## src/rtl/sdram_rtw_pkg.sv

```systemverilog
package sdram_rtw_pkg;
    // {cs_n, ras_n, cas_n, we_n}
    typedef enum logic [3:0] {
        CMD_WRITE = 4'b0100,
        CMD_READ  = 4'b0101,
        CMD_NOP   = 4'b0111
    } sd_cmd_e;
endpackage

```

## src/rtl/rtw_sched.sv

```systemverilog
// Pure schedule: given the cycle index of a sequence and the wanted
// read length, says what the command bus and data pins should do.
module rtw_sched
    import sdram_rtw_pkg::*;
#(
    parameter int CL        = 3,
    parameter int BL        = 4,
    parameter int EXTRA_NOP = 0,
    parameter int LW        = 3,
    parameter int CNTW      = 5,
    parameter int BIW       = 2
) (
    input  logic [CNTW-1:0] t,
    input  logic [LW-1:0]   len,
    output sd_cmd_e         cmd,
    output logic            dqm,
    output logic            wr_beat,
    output logic [BIW-1:0]  beat,
    output logic            rd_win,
    output logic            last
);
    int ti, li, tw;

    always_comb begin
        ti = int'(t);
        li = int'(len);
        tw = CL + li + EXTRA_NOP;
        if (ti == 0)       cmd = CMD_READ;
        else if (ti == tw) cmd = CMD_WRITE;
        else               cmd = CMD_NOP;
        wr_beat = (ti >= tw) && (ti < tw + BL);
        beat    = wr_beat ? BIW'(ti - tw) : '0;
        rd_win  = (ti >= CL) && (ti < tw) && (ti < CL + BL);
        last    = (ti == tw + BL - 1);
    end

    // The mask window only exists when a burst can outlive the read.
    generate
        if (BL > 1) begin : g_mask
            assign dqm = (ti >= CL + li - 2) && (ti < tw);
        end else begin : g_nomask
            assign dqm = 1'b0;
        end
    endgenerate
endmodule

```

## src/rtl/rtw_capture.sv

```systemverilog
// Read capture: a beat is taken only inside the read window and only
// when the mask issued two cycles earlier was low.
module rtw_capture #(
    parameter int DW = 16
) (
    input  logic          clk,
    input  logic          rst_n,
    input  logic          dqm,
    input  logic          win,
    input  logic [DW-1:0] dq_in,
    output logic          rd_valid,
    output logic [DW-1:0] rd_data
);
    typedef struct packed {
        logic          p1;
        logic          p2;
        logic          vld;
        logic [DW-1:0] dat;
    } cap_t;

    cap_t cap_d, cap_q;

    always_comb begin
        cap_d     = cap_q;
        cap_d.p1  = dqm;
        cap_d.p2  = cap_q.p1;
        cap_d.vld = win && !cap_q.p2;
        if (cap_d.vld) cap_d.dat = dq_in;
    end

    always_ff @(posedge clk) begin
        if (!rst_n) cap_q <= '0;
        else        cap_q <= cap_d;
    end

    assign rd_valid = cap_q.vld;
    assign rd_data  = cap_q.dat;
endmodule

```

## src/rtl/sdram_rtw.sv

```systemverilog
module sdram_rtw
    import sdram_rtw_pkg::*;
#(
    parameter int CL        = 3,
    parameter int BL        = 4,
    parameter int EXTRA_NOP = 0,
    parameter int DW        = 16,
    parameter int BW        = 2,
    parameter int CW        = 8,
    localparam int LW       = $clog2(BL) + 1
) (
    input  logic            clk,
    input  logic            rst_n,
    input  logic            req,
    input  logic [LW-1:0]   req_rd_len,
    input  logic [BW-1:0]   req_rd_bank,
    input  logic [CW-1:0]   req_rd_col,
    input  logic [BW-1:0]   req_wr_bank,
    input  logic [CW-1:0]   req_wr_col,
    input  logic [BL*DW-1:0] req_wr_data,
    output logic            busy,
    output logic            sd_cs_n,
    output logic            sd_ras_n,
    output logic            sd_cas_n,
    output logic            sd_we_n,
    output logic [BW-1:0]   sd_ba,
    output logic [CW-1:0]   sd_addr,
    output logic            sd_dqm,
    input  logic [DW-1:0]   dq_in,
    output logic [DW-1:0]   dq_out,
    output logic            dq_oe,
    output logic            rd_valid,
    output logic [DW-1:0]   rd_data
);
    localparam int CNTW = $clog2(CL + 2 * BL + 2) + 1;
    localparam int BIW  = (BL > 1) ? $clog2(BL) : 1;

    typedef struct packed {
        logic            run;
        logic            last;
        logic            win;
        logic [CNTW-1:0] cnt;
        logic [LW-1:0]   len;
        logic [BW-1:0]   rbank;
        logic [CW-1:0]   rcol;
        logic [BW-1:0]   wbank;
        logic [CW-1:0]   wcol;
        logic [BL*DW-1:0] wdata;
        sd_cmd_e         cmd;
        logic [BW-1:0]   ba;
        logic [CW-1:0]   addr;
        logic            dqm;
        logic            oe;
        logic [DW-1:0]   dout;
    } st_t;

    st_t st_d, st_q;

    logic            start;
    logic [LW-1:0]   len_n;
    logic [CNTW-1:0] t_n;
    sd_cmd_e         s_cmd;
    logic            s_dqm, s_wr, s_win, s_last;
    logic [BIW-1:0]  s_beat;

    // Next cycle index and clamped length feed the schedule.
    always_comb begin
        start = !st_q.run && req;
        if (!start)                         len_n = st_q.len;
        else if (req_rd_len == '0)          len_n = LW'(1);
        else if (req_rd_len > LW'(BL))      len_n = LW'(BL);
        else                                len_n = req_rd_len;
        t_n = start ? '0 : st_q.cnt + 1'b1;
    end

    rtw_sched #(
        .CL(CL), .BL(BL), .EXTRA_NOP(EXTRA_NOP),
        .LW(LW), .CNTW(CNTW), .BIW(BIW)
    ) u_sched (
        .t(t_n), .len(len_n), .cmd(s_cmd), .dqm(s_dqm),
        .wr_beat(s_wr), .beat(s_beat), .rd_win(s_win), .last(s_last)
    );

    always_comb begin
        logic act;
        st_d = st_q;
        act  = start || (st_q.run && !st_q.last);
        if (start) begin
            st_d.len   = len_n;
            st_d.rbank = req_rd_bank;
            st_d.rcol  = req_rd_col;
            st_d.wbank = req_wr_bank;
            st_d.wcol  = req_wr_col;
            st_d.wdata = req_wr_data;
        end
        st_d.run  = act;
        st_d.cnt  = act ? t_n : '0;
        st_d.last = act && s_last;
        st_d.win  = act && s_win;
        st_d.cmd  = act ? s_cmd : CMD_NOP;
        st_d.dqm  = act && s_dqm;
        st_d.oe   = act && s_wr;
        st_d.ba   = '0;
        st_d.addr = '0;
        if (st_d.cmd == CMD_READ) begin
            st_d.ba   = st_d.rbank;
            st_d.addr = st_d.rcol;
        end else if (st_d.cmd == CMD_WRITE) begin
            st_d.ba   = st_d.wbank;
            st_d.addr = st_d.wcol;
        end
        st_d.dout = st_d.oe ? st_d.wdata[int'(s_beat)*DW +: DW] : '0;
    end

    always_ff @(posedge clk) begin
        if (!rst_n) begin
            st_q     <= '0;
            st_q.cmd <= CMD_NOP;
        end else begin
            st_q <= st_d;
        end
    end

    rtw_capture #(.DW(DW)) u_cap (
        .clk(clk), .rst_n(rst_n), .dqm(st_q.dqm), .win(st_q.win),
        .dq_in(dq_in), .rd_valid(rd_valid), .rd_data(rd_data)
    );

    assign busy = st_q.run;
    assign {sd_cs_n, sd_ras_n, sd_cas_n, sd_we_n} = st_q.cmd;
    assign sd_ba   = st_q.ba;
    assign sd_addr = st_q.addr;
    assign sd_dqm  = st_q.dqm;
    assign dq_oe   = st_q.oe;
    assign dq_out  = st_q.dout;
endmodule

```

## config.mk

```make
export PLATFORM = sky130hd
export DESIGN_NAME = sdram_rtw
export DESIGN_NICKNAME = d
export VERILOG_FILES = /design/src/rtl/sdram_rtw_pkg.sv /design/src/rtl/rtw_sched.sv /design/src/rtl/rtw_capture.sv /design/src/rtl/sdram_rtw.sv
export SDC_FILE = /design/constraint.sdc
export NUM_CORES = 1
export LEC_CHECK = 0
export ABC_AREA = 1
export ABC_CLOCK_PERIOD_IN_PS = 3700
export BUFFER_PORTS_ARGS = -buffer_cell sky130_fd_sc_hd__buf_2
export CAP_MARGIN = 20
export CORE_ASPECT_RATIO = 0.8
export CORE_MARGIN = 8
export CORE_UTILIZATION = 40
export CTS_CLUSTER_SIZE = 30
export DETAILED_ROUTE_END_ITERATION = 8
export PLACE_DENSITY = 0.71
export SYNTH_ARGS = -nofsm -noshare
export SYNTH_HDL_FRONTEND = slang
export SYNTH_SLANG_ARGS = --single-unit
```

## constraint.sdc

```tcl
create_clock -name clk -period 3.7 [get_ports clk]
set_input_delay 0.555 -clock clk [delete_from_list [all_inputs] [get_ports clk]]
set_output_delay 0.555 -clock clk [all_outputs]
set_load 0.01 [all_outputs]
```

# == Yosys cells after proc, flatten, opt, wreduce, memory -nomap -nowiden ==
# Index checks and enable logic that the tools add are counted.
# totals
register_bits,146
input_bits,106
output_inout_bits,50
elab_cells,68
# classes
add_sub_neg,6
n_lt_le_gt_ge,7
eq_ne,4
shifts,1
n_mux,11
reduce_logical,19
# op_table
cell,count
$mux 84,1
$shiftx 64x7->16,1
$eq 6x32->1,1
$ge 6x32->1,1
$sub 32x2->32 const B,1
$mux 10,2
$logic_and 1x1->1,11
$mux 3,3
$eq 4x3->1 const B,2
$mux 4,2
$add 4x3->5 const B,1
$add 5x1->5 const B,1
$eq 5x4->1,1
$ge 5x2->1 const B,1
$ge 5x4->1,1
$logic_not 5->1,1
$lt 5x3->1 const B,1
$lt 5x4->1,1
$lt 5x5->1,1
$mux 5,1
$sub 4x2->5 const B,1
$add 2x3->4 const A,1
$mux 2,2
$reduce_and 2->1,2
5 further kinds,7

# == Depth between registers and ports, before layout ==
# depth
depth_word,12
ltp_mapped,22

# == By module ==
# Synthesis repeated with hierarchy kept, for this count alone.
# hier_totals
hier_cells,922
area_unflattened_um2,6791.5
# modules_own_cells
mod,instances,cells_each,area_per_inst_um2,seq_area_each_um2
sdram_rtw,1,682,5198.7,2542.4
rtw_capture,1,129,903.4,380.4
rtw_sched,1,111,689.4,0.0

# == Least setup slack after synthesis ==
# Ideal clock, no wire load.
# synth_path
path_kind,input to register
startpoint,in req
endpoint,reg st_q (netlist bit dq_out[14])
setup_ns,0.114
t_arrival_ns,3.414
required_time_ns,3.586
path_slack_ns,0.172
stages,18
cell_sequence,nand2_4 -> buf_4 -> nand2_1 -> o21ai_1 -> inv_1 -> ha_1 -> xnor2_1 -> inv_1 -> ha_1 -> inv_1 -> ha_1 -> nand2_1 -> o21ai_0 -> nor2_4 -> clkbuf_1 -> nand4_1 -> nand3_1 -> a21oi_2
# synth_via
elab_chain_cells,8
elab_cells_between_ends,15
# synth_lines
item,line_no,source
start: declaration,sdram_rtw.sv:14,"input logic req,"
$logic_and 1x1->1 *,sdram_rtw.sv:68,start = !st_q.run && req;
$mux 3 *,sdram_rtw.sv:69,if (!start) len_n = st_q.len;
net len_n[1],sdram_rtw.sv:60,logic [LW-1:0] len_n;
$add 2x3->4 *,rtw_sched.sv:27,tw = CL + li + EXTRA_NOP;
$add 4x3->5,rtw_sched.sv:31,wr_beat = (ti >= tw) && (ti < tw + BL);
$lt 5x5->1,rtw_sched.sv:31,
$logic_and 1x1->1,rtw_sched.sv:31,
$mux 2 or $logic_and 1x1->1 (tied branches),"rtw_sched.sv:32, sdram_rtw.sv:102",
$shiftx 64x7->16 or $reduce_and 2->1 (tied branches),--,
end signal: assignment,sdram_rtw.sv:120,st_q <= st_d;
end: declaration,sdram_rtw.sv:57,"st_t st_d, st_q;"
# The timed path passes the listed nets; every way through them passes the cells marked *.
# A chain may end at the register's enable or synchronous reset.

# == Final worst setup path ==
# layout_path
startpoint,reg st_q (netlist bit busy)
endpoint,reg st_q (netlist bit dq_out[1])
# layout_via
elab_chain_cells,9
elab_cells_between_ends,17
# layout_lines
item,line_no
$logic_not 1->1 *,sdram_rtw.sv:68
$logic_and 1x1->1 *,sdram_rtw.sv:68
$mux 3 *,sdram_rtw.sv:69
net len_n[1],sdram_rtw.sv:60
$add 2x3->4 *,rtw_sched.sv:27
$add 4x3->5,rtw_sched.sv:31
$lt 5x5->1,rtw_sched.sv:31
$logic_and 1x1->1,rtw_sched.sv:31
$mux 2 or $logic_and 1x1->1 (tied branches),"rtw_sched.sv:32, sdram_rtw.sv:102"
$shiftx 64x7->16 or $reduce_and 2->1 (tied branches),--
# Marks and branches as above.

==> impl_metrics.py <==
metrics = {
    "worst_setup_path": {
        "cp_max_fo": 19,
        "worstReg2RegStart": "busy",
        "endpoint_kind": "flip-flop",
        "r2r_cells": 19,
        "crit_required_ns": 4.00,
        "start_kind": "flip-flop",
        "r2r_slack_ns": 0.32,
        "timing.rr.end": "dq_out[1]",
        "crit_type": "reg2reg",
        "arrival_ns": 3.67,
    },
    "grt": {
        "grt_max_degree": 56,
        "grt_usage": 0.1609,
        "grt_pass1_wl_um": 25910,
        "grt_pass1_vias": 4936,
        "grt_overflow": 0,
        "antenna_found_initial": 2,
    },
    "route": {
        "num_vias": 5203,
        "drc": 0,
        "wire_per_inst_um": 15.22,
        "routed_wl_um": 16410,
        "via_per_inst": 4.827,
        "drtAntennaViolNets": 0,
        "dr.pass1.iters": 6,
        "drt_iter0_drc": 361,
    },
    "min_path": {
        "hold_path_end": "u_cap.rd_data[5]",
        "hold_path.class": "in2reg",
        "holdPathStages": 3,
        "hp-start": "dq_in[5]",
    },
    "synthesis": {
        "synthesis.area_um2": 6510,
        "yosys_warnings": 0,
        "synth.ff_latch_count": 144,
        "seq_area_frac_synth": 0.4428,
        "synth_top_cell_by_area": "dfxtp_1",
        "synth_area_leaders": "dfxtp_1, mux2i_1, nor2_1",
        "netlist.area_leader.share": 0.4428,
        "synth_area_per_cell_um2": 8.727,
        "synth.net_count": 876,
        "synthDistinctLibCells": 41,
        "synth_cells": 746,
    },
    "timing": {
        "hold_viol_final": 0,
        "slew_violations": 0,
        "relSlewSlack": 0.5616,
        "fmax_mhz": 296.2,
        "finalClockSkew_ns": 0.01027,
        "fin_crit_sh": 0.9125,
        "tightest_slew_ns": 0.6576,
        "layout_min_cycle_time_ns": 3.376,
        "holdWs_ns": 0.3627,
        "rsz0062_at_grt": "no",
        "final.setup.tns_ns": 0,
        "setup_viol": 0,
    },
    "layout": {
        "drive_gt1_frac": 0.2781,
        "area_delta_synth_final_pct": 19.41,
        "fill_cells": 1497,
        "finalNetCount": 981,
        "diodes": 0,
        "final_cells": 1078,
        "final_util": 0.4904,
    },
    "clock_network": {
        "ctsResizeCount": 0,
        "insertion_delay_ns": 0.42,
        "numCtsBuffers": 17,
        "htree_levels": 4,
        "post_cts_buffers": 0,
        "cts_hold_buf": 0,
        "numClockSinks": 144,
        "path_clk_slew_ns": 0.06,
        "clockBufferDepth": 2,
        "tritoncts": "done",
        "root_buffer": "clkbuf_16",
    },
    "place": {
        "io_buffers": 153,
        "dpl.cell_count": 1047,
        "post-dp-hpwl_um": 12210,
        "finalWeightedCongestion": 0.8130,
    },
    "die": {
        "initial_core_util": 0.4107,
        "die_w_um": 158.6,
        "dieArea_um2": 20640,
        "io_pins": 156,
        "rows": 41,
        "core_um2": 15850,
        "die_h_um": 130.1,
    },
    "pwr": {
        "ir_worst_vdd_uv": 249.0,
        "p_leak_nw": 3.908,
        "p_per_area_nw_per_um2": 539.8,
    },
    "job": {
        "maxCapViolations": 0,
    },
    "outcome": {
        "outcome": "finished clean",
    },
}
Yosys cell counts:
master / count
buf_8: 1
o21ai_0: 28
nand3_4: 2
nor2_8: 1
buf_2: 15
nand3_2: 11
a22o_1: 10
nor2_1: 134
o21ai_2: 1
xor2_1: 2
nand4_1: 34
nand2_4: 2
ha_1: 23
dfxtp_1: 144
clkinv_1: 1
a21oi_2: 10
nor2_4: 2
o21ai_1: 1
a21oi_1: 21
nor4_1: 1
buf_1: 3
nor3_4: 1
nor3_1: 3
inv_1: 31
conb_1: 2
nand3_1: 30
nor2_2: 3
nand2_1: 84
a211oi_1: 1
buf_6: 2
nand2_2: 1
xnor2_1: 3
buf_4: 46
fa_1: 1
a221oi_1: 1
inv_2: 5
mux2i_1: 64
clkbuf_1: 17
nand3b_4: 1
inv_4: 2
o21bai_4: 1
registers in the layout, indices dropped and copies added (netlist names):
register	flops
sd_addr	8
dq_out	16
sd_dqm	1
dq_oe	1
sd_we_n	1
busy	1
u_cap.rd_data	16
st_q	94
u_cap.rd_valid	1
u_cap.cap_d	1
sd_ba	2
sd_cas_n	1
u_cap.cap_q	1
worst max-delay path by stage:
| stage | slack (ns) | depth (start not counted) | end | startpoint |
|---|---|---|---|---|
| floorplan | 0.17 | 18 | dq_out[14] | req |
| global placement | 0.21 | 19 | dq_out[3] | req |
| detailed placement | 0.07 | 19 | dq_out[1] | req |
| CTS | 0.32 | 19 | dq_out[1] | busy |
| global route | 0.04 | 19 | dq_out[4] | busy |
| finish | 0.32 | 19 | dq_out[1] | busy |
worst max-delay path, stage by stage (launching register included):
cell	delay (ns)
dfxtp_1	0.32
inv_2	0.08
nand2_4	0.08
nor2_1	0.13
inv_1	0.07
o21ai_1	0.16
inv_1	0.13
ha_1	0.23
xnor2_1	0.20
inv_1	0.14
ha_1	0.30
inv_1	0.04
ha_1	0.27
nand2_1	0.08
o21ai_0	0.14
nor2_4	0.24
buf_12	0.19
nand3b_4	0.21
nand3_1	0.18
a21oi_2	0.07
cells by family (layout without fill, tap and decap cells):
kind of cell	Yosys count	in the layout	synth area share
compound gates	74	74	0.07207
xor+xnor	5	5	0.006728
fa+ha+maj	24	24	0.04728
buf+inv	123	240	0.1051
flops	144	144	0.4428
mux	64	64	0.09840
other cells	2	2	0.001154
simple gates	310	310	0.2264
power breakdown:
group / switching (W) / leakage (nW) / internal (W)
sequential: 0.0000248 / 1.18 / 0.00164
combinational: 0.000486 / 2.43 / 0.000285
clock: 0.000615 / 0.300 / 0.00114
total: 0.00113 / 3.91 / 0.00307
layout make-up:
cell class,instances,area [um^2],area share
Tap cell,215,269.0,0.03460
Sequential cell,144,2883,0.3708
Inverter,39,151.4,0.01948
Timing Repair Buffer,170,918.4,0.1181
Clock buffer,26,509.2,0.06551
Multi-Input combinational cell,479,2943,0.3786
Clock inverter,5,100.1,0.01288
through the flow:
step           setup WS [ns]  cell area (um^2)  power [W]
3_5_place_dp         0.07278              7164   0.002466
3_3_place_gp          0.2066              7164   0.002454
6_report              0.3236              7774   0.004196
4_1_cts               0.3241              7774   0.004226
5_1_grt              0.04318              7774   0.004398
2_1_floorplan         0.1715              6510   0.002265
per-layer routing:
metal	GRT usage	vias up	routed length, um
li1	-	2636	-
met1	0.2098	2399	7586
met2	0.2487	143	7416
met3	0.04693	21	1143
met4	0.05755	4	240
met5	0	-	21
cell usage in the layout, fill, tap and decap left out, types with 11 or more instances in the layout:
cell,Yosys,final
buf_2,15,153
dfxtp_1,144,144
nor2_1,134,134
nand2_1,84,84
mux2i_1,64,64
nand4_1,34,34
inv_1,31,31
nand3_1,30,30
o21ai_0,28,28
ha_1,23,23
a21oi_1,21,21
clkbuf_16,0,17
buf_4,46,15
nand3_2,11,11
Note: power is estimated with default switching activity, not from simulation.
